### src/rtl/isu_pkg.sv
package isu_pkg;

    localparam int REG_W = 12;

    // event bit positions (decoded by software)
    localparam int B_TX_EMPTY  = 0;
    localparam int B_TX_FULL   = 1;
    localparam int B_TX_THR    = 2;
    localparam int B_RX_EMPTY  = 3;
    localparam int B_RX_FULL   = 4;
    localparam int B_RX_THR    = 5;
    localparam int B_DESC_DONE = 9;
    localparam int B_PKT_DONE  = 10;
    localparam int B_DMA_ERR   = 11;

    typedef enum logic [1:0] {
        SEL_STATUS = 2'd0,
        SEL_ENABLE = 2'd1,
        SEL_GATE   = 2'd2,
        SEL_NONE   = 2'd3
    } sel_e;

    typedef struct packed {
        logic tx_empty;
        logic tx_full;
        logic tx_thr;
        logic rx_empty;
        logic rx_full;
        logic rx_thr;
        logic desc_done;
        logic pkt_done;
        logic dma_err;
        logic soft_rst;
    } evt_s;

    function automatic logic [REG_W-1:0] impl_mask();
        logic [REG_W-1:0] m;
        m = '0;
        m[B_TX_EMPTY]  = 1'b1;
        m[B_TX_FULL]   = 1'b1;
        m[B_TX_THR]    = 1'b1;
        m[B_RX_EMPTY]  = 1'b1;
        m[B_RX_FULL]   = 1'b1;
        m[B_RX_THR]    = 1'b1;
        m[B_DESC_DONE] = 1'b1;
        m[B_PKT_DONE]  = 1'b1;
        m[B_DMA_ERR]   = 1'b1;
        return m;
    endfunction

    localparam logic [REG_W-1:0] IMPL_MASK = impl_mask();

endpackage

### src/rtl/isu_event_map.sv
module isu_event_map
    import isu_pkg::*;
#(
    parameter int W = REG_W
) (
    input  evt_s         evt,
    output logic [W-1:0] ev_vec
);
    always_comb begin
        ev_vec = '0;
        ev_vec[B_TX_EMPTY]  = evt.tx_empty | evt.soft_rst;
        ev_vec[B_TX_FULL]   = evt.tx_full;
        ev_vec[B_TX_THR]    = evt.tx_thr;
        ev_vec[B_RX_EMPTY]  = evt.rx_empty | evt.soft_rst;
        ev_vec[B_RX_FULL]   = evt.rx_full;
        ev_vec[B_RX_THR]    = evt.rx_thr;
        ev_vec[B_DESC_DONE] = evt.desc_done;
        ev_vec[B_PKT_DONE]  = evt.pkt_done;
        ev_vec[B_DMA_ERR]   = evt.dma_err;
    end
endmodule

### src/rtl/isu_mask_reg.sv
module isu_mask_reg
    import isu_pkg::*;
#(
    parameter int            W    = REG_W,
    parameter logic [W-1:0]  MASK = IMPL_MASK,
    parameter logic [1:0]    SEL  = 2'd1
) (
    input  logic         clk,
    input  logic         rst,
    input  logic         wr_en,
    input  logic [1:0]   wr_sel,
    input  logic [W-1:0] wr_data,
    output logic [W-1:0] q
);
    always_ff @(posedge clk) begin
        if (rst)
            q <= '0;
        else if (wr_en && wr_sel == SEL)
            q <= wr_data & MASK;
    end
endmodule

### src/rtl/isu_status_bank.sv
module isu_status_bank
    import isu_pkg::*;
#(
    parameter int           W    = REG_W,
    parameter logic [W-1:0] MASK = IMPL_MASK
) (
    input  logic         clk,
    input  logic         rst,
    input  logic [W-1:0] ev_vec,
    input  logic [W-1:0] cap_en,
    input  logic [W-1:0] clr_vec,
    output logic [W-1:0] stat
);
    logic [W-1:0] set_v;
    logic [W-1:0] clr_v;

    assign set_v = ev_vec & cap_en & MASK;
    assign clr_v = clr_vec & MASK;

    for (genvar i = 0; i < W; i++) begin : g_bit
        logic b_q;
        always_ff @(posedge clk) begin
            if (rst)
                b_q <= 1'b0;
            else
                b_q <= set_v[i] | (b_q & ~clr_v[i]);
        end
        assign stat[i] = b_q;
    end
endmodule

### src/rtl/isu_irq_gate.sv
module isu_irq_gate #(
    parameter int W = 12
) (
    input  logic [W-1:0] stat,
    input  logic [W-1:0] cap_en,
    input  logic [W-1:0] gate_en,
    output logic         irq
);
    logic [W-1:0] live;

    for (genvar i = 0; i < W; i++) begin : g_term
        assign live[i] = stat[i] & cap_en[i] & gate_en[i];
    end

    assign irq = |live;
endmodule

### src/rtl/irq_status_unit.sv
module irq_status_unit
    import isu_pkg::*;
#(
    parameter int W = REG_W
) (
    input  logic         clk,
    input  logic         rst,
    input  logic         ev_tx_empty,
    input  logic         ev_tx_full,
    input  logic         ev_tx_thr,
    input  logic         ev_rx_empty,
    input  logic         ev_rx_full,
    input  logic         ev_rx_thr,
    input  logic         ev_desc_done,
    input  logic         ev_pkt_done,
    input  logic         ev_dma_err,
    input  logic         soft_rst_evt,
    input  logic         wr_en,
    input  logic [1:0]   wr_sel,
    input  logic [W-1:0] wr_data,
    input  logic [1:0]   rd_sel,
    output logic [W-1:0] rd_data,
    output logic         irq
);
    localparam logic [W-1:0] MASK = IMPL_MASK[W-1:0];

    evt_s         evt;
    logic [W-1:0] ev_vec;
    logic [W-1:0] stat_q;
    logic [W-1:0] en_q;
    logic [W-1:0] sig_q;
    logic [W-1:0] clr_vec;

    always_comb begin
        evt.tx_empty  = ev_tx_empty;
        evt.tx_full   = ev_tx_full;
        evt.tx_thr    = ev_tx_thr;
        evt.rx_empty  = ev_rx_empty;
        evt.rx_full   = ev_rx_full;
        evt.rx_thr    = ev_rx_thr;
        evt.desc_done = ev_desc_done;
        evt.pkt_done  = ev_pkt_done;
        evt.dma_err   = ev_dma_err;
        evt.soft_rst  = soft_rst_evt;
    end

    isu_event_map #(.W(W)) u_map (
        .evt    (evt),
        .ev_vec (ev_vec)
    );

    isu_mask_reg #(.W(W), .MASK(MASK), .SEL(SEL_ENABLE)) u_en (
        .clk     (clk),
        .rst     (rst),
        .wr_en   (wr_en),
        .wr_sel  (wr_sel),
        .wr_data (wr_data),
        .q       (en_q)
    );

    isu_mask_reg #(.W(W), .MASK(MASK), .SEL(SEL_GATE)) u_sig (
        .clk     (clk),
        .rst     (rst),
        .wr_en   (wr_en),
        .wr_sel  (wr_sel),
        .wr_data (wr_data),
        .q       (sig_q)
    );

    assign clr_vec = (wr_en && wr_sel == SEL_STATUS) ? wr_data : '0;

    isu_status_bank #(.W(W), .MASK(MASK)) u_stat (
        .clk     (clk),
        .rst     (rst),
        .ev_vec  (ev_vec),
        .cap_en  (en_q),
        .clr_vec (clr_vec),
        .stat    (stat_q)
    );

    isu_irq_gate #(.W(W)) u_gate (
        .stat    (stat_q),
        .cap_en  (en_q),
        .gate_en (sig_q),
        .irq     (irq)
    );

    always_comb begin
        unique case (sel_e'(rd_sel))
            SEL_STATUS: rd_data = stat_q;
            SEL_ENABLE: rd_data = en_q;
            SEL_GATE:   rd_data = sig_q;
            default:    rd_data = '0;
        endcase
    end
endmodule

### config.mk
export PLATFORM = sky130hd
export DESIGN_NAME = irq_status_unit
export DESIGN_NICKNAME = d
export VERILOG_FILES = /design/src/rtl/isu_pkg.sv /design/src/rtl/isu_event_map.sv /design/src/rtl/isu_mask_reg.sv /design/src/rtl/isu_status_bank.sv /design/src/rtl/isu_irq_gate.sv /design/src/rtl/irq_status_unit.sv
export SDC_FILE = /design/constraint.sdc
export NUM_CORES = 1
export LEC_CHECK = 0
export BUFFER_PORTS_ARGS = -buffer_cell sky130_fd_sc_hd__buf_2
export CELL_PAD_IN_SITES_DETAIL_PLACEMENT = 0
export CELL_PAD_IN_SITES_GLOBAL_PLACEMENT = 2
export CORE_MARGIN = 4
export CORE_UTILIZATION = 33
export DETAILED_ROUTE_END_ITERATION = 10
export GPL_ROUTABILITY_DRIVEN = 1
export GPL_TIMING_DRIVEN = 0
export PLACE_DENSITY_LB_ADDON = 0.1
export SYNTH_ARGS = -nofsm -noshare
export SYNTH_HDL_FRONTEND = slang
export SYNTH_HIERARCHICAL = 1
export SYNTH_SLANG_ARGS = --single-unit
### constraint.sdc
create_clock -name clk -period 1.1 [get_ports clk]
set_input_delay 0.055 -clock clk [delete_from_list [all_inputs] [get_ports clk]]
set_output_delay 0.055 -clock clk [all_outputs]
set_load 0.02 [all_outputs]
==> qor.yml, run 1 <==
status:
  status: "complete, but fails checks"
  failed_checks: "negative setup slack"
cts:
  cts.sinks: 27
  cts_made_buffers: 3
  cts.hold.buffers_added: 0
  clk_root_buffer_cell: "sky130_fd_sc_hd__clkbuf_8"
  buffers_from_clock_root_to_sink_at_most: 2
  cts_tree: "done"
  clock_latency_ns: 0.27
  htree_levels: 1
  cts.clk_slew.worst_paths_ns: 0.10
timing:
  final_critical_path_setup_slack_ns: -0.280
  final_min_period_over_clock_period_pct: 125
  worst_max_slew_margin_expressed_relative_to_the_limit_pct: 63.5
  fin_worst_skew_ns: 0.000531
  setup-violations-final: 3
  worst-slew-pin-transition_ns: 0.548
  final-hold-violation-count: 0
  unrepaired_setup_endpoints_after_global_routing: "yes"
  report.final.slew_viol_count: 0
  fmax_ghz: 0.725
  final_period_demand_of_the_worst_path_ns: 1.38
final_layout:
  final-instance-count-excl-fill: 314
  antennaDiodeCount: 0
  multiInputGateArea_um2: 1140
  drive_above_1_share_pct: 49.6
  final_layout_net_count: 272
  register_area_um2: 572
  nFillCells: 572
  syn_to_final_growth_pct: 23.9
worst_setup_path:
  worst_setup_path_start_kind: "flip-flop"
  r2r-start: "u_stat/g_bit[1].b_q$_SDFF_PP0_"
  worstSetupEndpoint: "irq"
  r2r_slack_ns: 0.31
  worstRegToRegCells: 4
  worst_ep_required_time_ns: 1.04
  crit_type: "flip-flop to primary output"
  worst_setup_path_end_kind: "primary output"
  path_max_fanout: 4
  worst_r2r_endpoint: "u_stat/g_bit[1].b_q$_SDFF_PP0_"
  arrival_time_reported_for_the_critical_path_endpoint_ns: 1.33
  source_of_the_critical_timing_path: "u_en/q[4]$_SDFFE_PP0P_"
floorplan:
  fp.dieArea_um2: 6900
  die_y_um: 83.1
  start_util_pct: 34.0
  fp.dieW_um: 83.1
  core_area_um2: 5470
  io_pins: 42
  num_rows: 27
detailed_routing:
  wirelength_routed_mm: 4.53
  post-route-drc-count: 0
  dr_total_vias: 1433
  drt-wirelength-per-cell_um: 14.4
  router_iterations_before_antenna_repair: 4
  viasPerCell: 4.56
  first_iter_violations: 43
  ant_nets: 0
synth:
  avgSynthCellArea_um2: 9.30
  syn-instance-count: 200
  synth.cell_area_um2: 1860
  synth_warnings: 6
global_route:
  gr-total-overflow: 0
  total_global_route_track_usage_pct: 13.4
  grt_pass1_vias: 1525
  first_pass_grt_wire_length_mm: 7.46
  antenna_found_initial: 0
  maximum_number_of_pins_on_one_net_before_global_route_repair: 20
power_and_ir_drop:
  p_leak_nw: 0.916
  power_density_nw_per_um2: 886
  power_mw: 2.04
  vdd.ir_drop.worst_v: 0.000433
min_path:
  timing.hold.worst.class: "primary input to flip-flop"
place:
  gp_congestion: 0.725
  detailedPlacementHpwl_mm: 3.24
  io_buffers: 28
  place_inst: 306
job:
  drv.max_cap_violation_count: 0
==> cells in the final DEF, fill, tap and decap left out <==
master                       n
sky130_fd_sc_hd__buf_4      37
sky130_fd_sc_hd__nand2b_1   36
sky130_fd_sc_hd__mux2i_1    30
sky130_fd_sc_hd__dfxtp_2    22
sky130_fd_sc_hd__buf_2      20
sky130_fd_sc_hd__o2bb2ai_1  12
sky130_fd_sc_hd__and2_1      9
sky130_fd_sc_hd__conb_1      9
sky130_fd_sc_hd__nand3_2     9
sky130_fd_sc_hd__nand2b_4    9
sky130_fd_sc_hd__nand2_1     9
sky130_fd_sc_hd__a21oi_2     9
sky130_fd_sc_hd__buf_6       6
sky130_fd_sc_hd__dfxtp_1     4
sky130_fd_sc_hd__clkbuf_8    3
sky130_fd_sc_hd__nand3_1     3
sky130_fd_sc_hd__nand4_1     3
sky130_fd_sc_hd__and3b_1     2
sky130_fd_sc_hd__or2_1       2
sky130_fd_sc_hd__nor2b_1     1
sky130_fd_sc_hd__clkbuf_4    1
sky130_fd_sc_hd__clkbuf_1    1
sky130_fd_sc_hd__nor3b_1     1
sky130_fd_sc_hd__clkbuf_2    1
sky130_fd_sc_hd__clkinv_2    1
sky130_fd_sc_hd__or3_4       1
sky130_fd_sc_hd__dfxtp_4     1
==> what timing repair did <==
item                                    in CTS  in global routing
buffers inserted                             9                  4
pin swaps                                    7                  5
cloned                                       0                  0
endpoints found under the setup margin      10                 10
resized for setup                           38                  8
==> final cells by class <==
class | count | share of cell area, %
flip-flops and latches | 27 | 24.8
plain buffers | 25 | 8.30
multi-input cells | 145 | 49.3
clock inverters | 1 | 0.217
clock buffers | 3 | 1.79
well taps | 72 | 3.91
repair buffers | 41 | 11.7
==> per-stage QoR <==
stage	hold slack [ns]	utilization (%)	setup slack (ns)	instance area [um2]	TNS [ns]
6_report	0.0311	42.1	-0.280	2310	-0.351
5_1_grt	0.0224	42.1	-0.355	2310	-0.808
4_1_cts	0.0290	41.3	-0.302	2260	-0.389
3_5_place_dp	0.336	38.7	-0.205	2120	-1.09
3_3_place_gp	0.330	38.7	-0.193	2120	-1.02
2_1_floorplan	0.210	-	0.0300	1890	0
==> sequential cells by signal, indices dropped and copies added (netlist names) <==
name              cells
u_en/q                9
u_sig/q               9
u_stat/g_bit.b_q      9
==> how the worst min path moves through the flow <==
| stage | start | slack [ns] | to | cells past startpoint |
|---|---|---|---|---|
| after floorplan | wr_data[0] | 0.21 | u_en/q[0]$_SDFFE_PP0P_ | 2 |
| after global placement | ev_tx_full | 0.33 | u_stat/g_bit[1].b_q$_SDFF_PP0_ | 3 |
| after detailed placement | ev_tx_thr | 0.34 | u_stat/g_bit[2].b_q$_SDFF_PP0_ | 3 |
| after CTS | ev_tx_thr | 0.03 | u_stat/g_bit[2].b_q$_SDFF_PP0_ | 3 |
| after global routing | ev_tx_full | 0.02 | u_stat/g_bit[1].b_q$_SDFF_PP0_ | 3 |
| final | ev_pkt_done | 0.03 | u_stat/g_bit[10].b_q$_SDFF_PP0_ | 3 |
==> routing by layer <==
layer  GRT usage (%)  routed length, um
met1            15.7               2100
met2            25.0               2260
met3            2.48                153
met4            3.12                 23
met5               0                  0
==> critical path, stage by stage (launching register included) <==
cell and delay (ns):
sky130_fd_sc_hd__dfxtp_2 0.36, sky130_fd_sc_hd__nand3_2 0.06, sky130_fd_sc_hd__nand4_1 0.10, sky130_fd_sc_hd__or3_4 0.40, sky130_fd_sc_hd__buf_6 0.14
==> power breakdown <==
group          total [mW]  switching (mW)  internal (mW)
registers            1.04          0.0331           1.01
clock network       0.579           0.325          0.254
logic               0.420           0.202          0.218
No activity file was read; power rests on OpenSTA's default activity.
==> run 2, diff against run 1 <==
==> constraint.sdc (replaced) <==
create_clock -name clk -period 1.1 [get_ports clk]
set_input_delay 0.22 -clock clk [delete_from_list [all_inputs] [get_ports clk]]
set_output_delay 0.22 -clock clk [all_outputs]
set_load 0.02 [all_outputs]
==> run 2 against run 1 <==
The run still ends with negative setup slack left. Clock power increased by 2%. Power increased by 2.2%. Die area stayed put. Sequential share of layout area down 1.2 points. Worst hold slack improved by 0.16 ns. Largest power group unchanged.
==> qor.yml, run 2 (synthesis results as in run 1) <==
status:
  status: "complete, but fails checks"
  failed_checks: "negative setup slack"
worst_setup_path:
  path_max_fanout: 2
  crit_chain: "buf_6, nand3_2, nand4_1, or3_4, buf_6"
  cp_delay_by_family_top: "simple AND/OR/NAND/NOR gates"
  crit_type: "flip-flop to primary output"
  slowest_stage: "sky130_fd_sc_hd__dfxtp_2"
  cpPeakStageDelay_ns: 0.35
  cp_num_buf_inv: 2
  cpMostUsedCell: "sky130_fd_sc_hd__buf_6"
  arrival_time_reported_for_the_critical_path_endpoint_ns: 1.39
  worst_ep_required_time_ns: 0.88
  worst_setup_path_start_kind: "flip-flop"
  worst_setup_path_end_kind: "primary output"
detailed_routing:
  router_iterations_before_antenna_repair: 4
  post-route-drc-count: 0
  drt-wirelength-per-cell_um: 14.7
  ant_nets: 0
  viasPerCell: 4.56
  wirelength_routed_mm: 4.60
  dr_total_vias: 1423
  first_iter_violations: 44
timing:
  report.final.slew_viol_count: 0
  setup-violations-final: 10
  final-hold-violation-count: 0
  fin_worst_skew_ns: 0.00130
  final_critical_path_setup_slack_ns: -0.508
  fmax_ghz: 0.622
  hold_slack_ns: 0.196
  final_min_period_over_clock_period_pct: 146
  unrepaired_setup_endpoints_after_global_routing: "yes"
  final_period_demand_of_the_worst_path_ns: 1.61
cts:
  clk_root_buffer_cell: "sky130_fd_sc_hd__clkbuf_8"
  cts.sinks: 27
  cts.clk_slew.worst_paths_ns: 0.10
  clock_latency_ns: 0.27
  htree_levels: 1
  cts_made_buffers: 3
  cts.hold.buffers_added: 0
  buffers_from_clock_root_to_sink_at_most: 2
  cts_tree: "done"
global_route:
  gr-total-overflow: 0
  maximum_number_of_pins_on_one_net_before_global_route_repair: 20
  grt_pass1_vias: 1563
  antenna_found_initial: 0
  total_global_route_track_usage_pct: 13.9
  first_pass_grt_wire_length_mm: 7.67
power_and_ir_drop:
  power.switching_fraction_pct: 28.1
  p_seq_share_pct: 50.0
  power_switching_uw: 586
  power_density_nw_per_um2: 874
  comb_power_share_pct: 21.7
  p_leak_nw: 0.944
  internal_power_mw: 1.50
  vdd.ir_drop.worst_v: 0.000415
  power.share.clock_pct: 28.2
final_layout:
  top_regs: "u_en/q x9, u_sig/q x9, u_stat/g_bit.b_q x9"
  layout_common_cells: "36 x sky130_fd_sc_hd__nand2b_1, 30 x sky130_fd_sc_hd__mux2i_1, 27 x sky130_fd_sc_hd__buf_4"
  final-instance-count-excl-fill: 312
  final_common_cell: "sky130_fd_sc_hd__nand2b_1"
  utilization_pct: 43.6
  syn_to_final_growth_pct: 28.4
  final_layout_net_count: 270
  drive_above_1_share_pct: 50.8
  antennaDiodeCount: 0
floorplan:
  die_y_um: 83.1
  fp.dieW_um: 83.1
  core_area_um2: 5470
  io_pins: 42
  num_rows: 27
  fp.dieArea_um2: 6900
  start_util_pct: 34.0
place:
  detailedPlacementHpwl_mm: 3.30
  io_buffers: 28
  place_inst: 306
  gp_congestion: 0.730
min_path:
  timing.hold.worst.class: "primary input to flip-flop"
job:
  drv.max_cap_violation_count: 0
-- run 2: cell types whose count changed in the layout (fill, tap and decap cells not counted), sizes merged --
| cell | before | now |
|---|---|---|
| buf | 63 | 62 |
| clkbuf | 6 | 5 |
-- run 2: metal layers --
metal,GRT usage (%),part of all wire (%),up-vias
met5,0,0,-
met4,3.57,0.50,0
met3,2.78,3.4,2
met2,24.7,50,21
met1,17.1,46,675
li1,-,-,725
-- run 2: cell type report --
class	count	area, um2
sequential	27	563
buffer	26	219
multi-input combinational	145	1190
fill	542	3080
clock inverter	1	5.00
tap	72	90.1
clock buffer	3	41.3
timing repair buffer	38	280
-- run 2: repair_timing --
| action | in CTS | in global routing |
|---|---|---|
| setup buffers | 8 | 2 |
| endpoints found under the setup margin | 17 | 17 |
| pin swaps | 11 | 4 |
| endpoints found under the hold margin | 0 | 0 |
| resized for setup | 42 | 4 |
-- run 2: worst min-delay path: stages --
cell and delay [ns]:
sky130_fd_sc_hd__buf_4 0.11, sky130_fd_sc_hd__nand2_1 0.07, sky130_fd_sc_hd__a21oi_2 0.05
-- run 2: metrics by stage --
stage / power [mW] / setup TNS (ns) / setup WS, ns / cell area [um2]
after floorplan: 1.36 / -0.104 / -0.104 / 1980
after global placement: 1.47 / -4.64 / -0.339 / 2210
after detailed placement: 1.48 / -5.31 / -0.340 / 2210
after CTS: 2.12 / -1.94 / -0.582 / 2370
after global routing: 2.21 / -2.23 / -0.575 / 2390
final: 2.09 / -1.61 / -0.508 / 2390
-- run 2: final timing paths --
| path | from | end | slack, ns | cells past startpoint |
|---|---|---|---|---|
| setup / recovery | u_stat/g_bit[1].b_q$_SDFF_PP0_ | irq | -0.51 | 5 |
| hold / removal | ev_rx_full | u_stat/g_bit[4].b_q$_SDFF_PP0_ | 0.20 | 3 |
| setup reg to reg | u_en/q[9]$_SDFFE_PP0P_ | u_stat/g_bit[9].b_q$_SDFF_PP0_ | 0.40 | 2 |
| hold reg to reg | u_stat/g_bit[1].b_q$_SDFF_PP0_ | u_stat/g_bit[1].b_q$_SDFF_PP0_ | 0.47 | 2 |
-- run 2: power groups by stage --
stage	logic, mW	clock network, mW	registers [mW]
after global placement	0.407	0	1.06
after detailed placement	0.417	0	1.07
after global routing	0.494	0.665	1.05
after CTS	0.451	0.620	1.04
final	0.453	0.590	1.05
after floorplan	0.301	0	1.06
==> run 3, diff against run 2 <==
- clock period: 1.1 -> 1.5 ns (I/O delays scaled with it)
==> run 3 against run 2 <==
The run still ends with negative setup slack left. Clock skew grew 0.0014 ns. Global-route usage down 0.70 points. Non-clock buffer count did not move. Worst setup slack better by 0.37 ns. Worst hold slack gained 0.084 ns. First-iteration DRC count decreased by 27%. Sequential power shrank 27%. Cell count did not move. Sequential share of layout area is 1.6 points higher. Wire length is 0.20% lower. Cell area is 5.1% lower.
==> qor.yml, run 3 (synthesis results as in run 1) <==
status:
  status: "complete, but fails checks"
  failed_checks: "negative setup slack"
detailed_routing:
  first_iter_violations: 32
  drt-wirelength-per-cell_um: 14.7
  router_iterations_before_antenna_repair: 4
  wirelength_routed_mm: 4.59
  ant_nets: 0
  post-route-drc-count: 0
  dr_total_vias: 1444
  viasPerCell: 4.63
global_route:
  grt_pass1_vias: 1480
  maximum_number_of_pins_on_one_net_before_global_route_repair: 20
  first_pass_grt_wire_length_mm: 7.27
  gr-usage-met3_pct: 2.68
  total_global_route_track_usage_pct: 13.2
  grt_util_met1_pct: 15.9
  use_met2_pct: 24.1
  antenna_found_initial: 0
  gr-total-overflow: 0
  grt.busiest_layer: "met2"
final_layout:
  utilization_pct: 41.4
  antennaDiodeCount: 0
  top_regs: "u_en/q x9, u_sig/q x9, u_stat/g_bit.b_q x9"
  final_layout_net_count: 270
  multiInputGateArea_um2: 1130
  syn_to_final_growth_pct: 21.8
  nFillCells: 576
  drive_above_1_share_pct: 47.5
  register_area_um2: 569
  final_common_cell: "sky130_fd_sc_hd__nand2b_1"
  layout_common_cells: "36 x sky130_fd_sc_hd__nand2b_1, 30 x sky130_fd_sc_hd__mux2i_1, 28 x sky130_fd_sc_hd__buf_2, 28 x sky130_fd_sc_hd__buf_4, 17 x sky130_fd_sc_hd__dfxtp_2"
worst_setup_path:
  r2r_slack_ns: 0.77
  crit_type: "flip-flop to primary output"
  worst_setup_path_start_kind: "flip-flop"
  worst_ep_required_time_ns: 1.20
  cpPeakStageDelay_ns: 0.39
  worst_setup_path_end_kind: "primary output"
  cp_num_buf_inv: 1
  worstRegToRegCells: 3
  cp_delay_by_family_top: "simple AND/OR/NAND/NOR gates"
  number_of_cells_on_the_critical_path: 4
  path_max_fanout: 3
  arrival_time_reported_for_the_critical_path_endpoint_ns: 1.34
  slowest_stage: "sky130_fd_sc_hd__or3_4"
  crit_chain: "nand3_2, nand4_1, or3_4, buf_6"
power_and_ir_drop:
  power_density_nw_per_um2: 658
  vdd.ir_drop.worst_v: 0.000357
  power_mw: 1.49
  p_leak_nw: 0.907
timing:
  fmax_ghz: 0.610
  final-hold-violation-count: 0
  report.final.slew_viol_count: 0
  unrepaired_setup_endpoints_after_global_routing: "yes"
  final_min_period_over_clock_period_pct: 109
  fin_worst_skew_ns: 0.00273
  setup-violations-final: 1
  final_critical_path_setup_slack_ns: -0.140
  final_period_demand_of_the_worst_path_ns: 1.64
min_path:
  timing.hold.worst.class: "primary input to flip-flop"
  hold_depth: 3
cts:
  htree_levels: 1
  clk_root_buffer_cell: "sky130_fd_sc_hd__clkbuf_8"
  clock_latency_ns: 0.27
  cts.clk_slew.worst_paths_ns: 0.10
  cts.sinks: 27
  cts_tree: "done"
  cts_made_buffers: 3
  buffers_from_clock_root_to_sink_at_most: 2
floorplan:
  num_rows: 27
  fp.dieArea_um2: 6900
  core_area_um2: 5470
  io_pins: 42
  start_util_pct: 34.0
  die_y_um: 83.1
  fp.dieW_um: 83.1
job:
  drv.max_cap_violation_count: 0
place:
  detailedPlacementHpwl_mm: 3.22
  io_buffers: 28
  gp_congestion: 0.681
==> run 3: layer usage <==
| layer | wire, um | up-vias |
|---|---|---|
| li1 | - | 727 |
| met1 | 2050 | 684 |
| met2 | 2300 | 31 |
| met3 | 209 | 2 |
| met4 | 25 | 0 |
| met5 | 0 | - |
==> run 3: through the flow <==
stage	TNS [ns]	area [um2]	hold slack, ns	std cells	setup WS [ns]
6_report	-0.140	2270	0.280	312	-0.140
5_1_grt	-0.188	2270	0.272	312	-0.188
4_1_cts	-0.155	2240	0.276	311	-0.155
3_5_place_dp	-0.455	2110	0.475	306	-0.0695
3_3_place_gp	-0.392	2110	0.468	306	-0.0867
2_1_floorplan	0	1880	0.455	206	0.148
==> run 3: worst paths after layout <==
check                                       from                        endpoint
setup / recovery  u_stat/g_bit[0].b_q$_SDFF_PP0_                             irq
hold / removal                      ev_desc_done  u_stat/g_bit[9].b_q$_SDFF_PP0_
setup reg to reg          u_en/q[0]$_SDFFE_PP0P_          u_en/q[0]$_SDFFE_PP0P_
hold reg to reg   u_stat/g_bit[1].b_q$_SDFF_PP0_  u_stat/g_bit[1].b_q$_SDFF_PP0_
==> run 3: layout make-up <==
cell class                 instances  area share, %
tap                               72           3.98
sequential                        27           25.1
multi-input combinational        145           50.0
buffer                            25           8.67
clock buffer                       4           1.99
timing repair buffer              39           10.2
==> run 3: power by group <==
part | switching [mW] | leakage [nW] | internal, mW
clock network | 0.231 | 0.0228 | 0.190
logic | 0.151 | 0.655 | 0.157
registers | 0.0229 | 0.229 | 0.740
==> run 3: tightest hold or removal path: cells and delay by family <==
| kind | cells | cell delay [ns] |
|---|---|---|
| buf+inv | 1 | 0.10 |
| compound gates | 1 | 0.05 |
| simple gates | 1 | 0.07 |
==> run 3: repair_timing <==
| item | in CTS | in global routing |
|---|---|---|
| pin swaps | 5 | 3 |
| setup buffers | 10 | 1 |
| gates resized for setup | 27 | 10 |
| hold buffers | 0 | 0 |
| endpoints found under the setup margin | 8 | 9 |
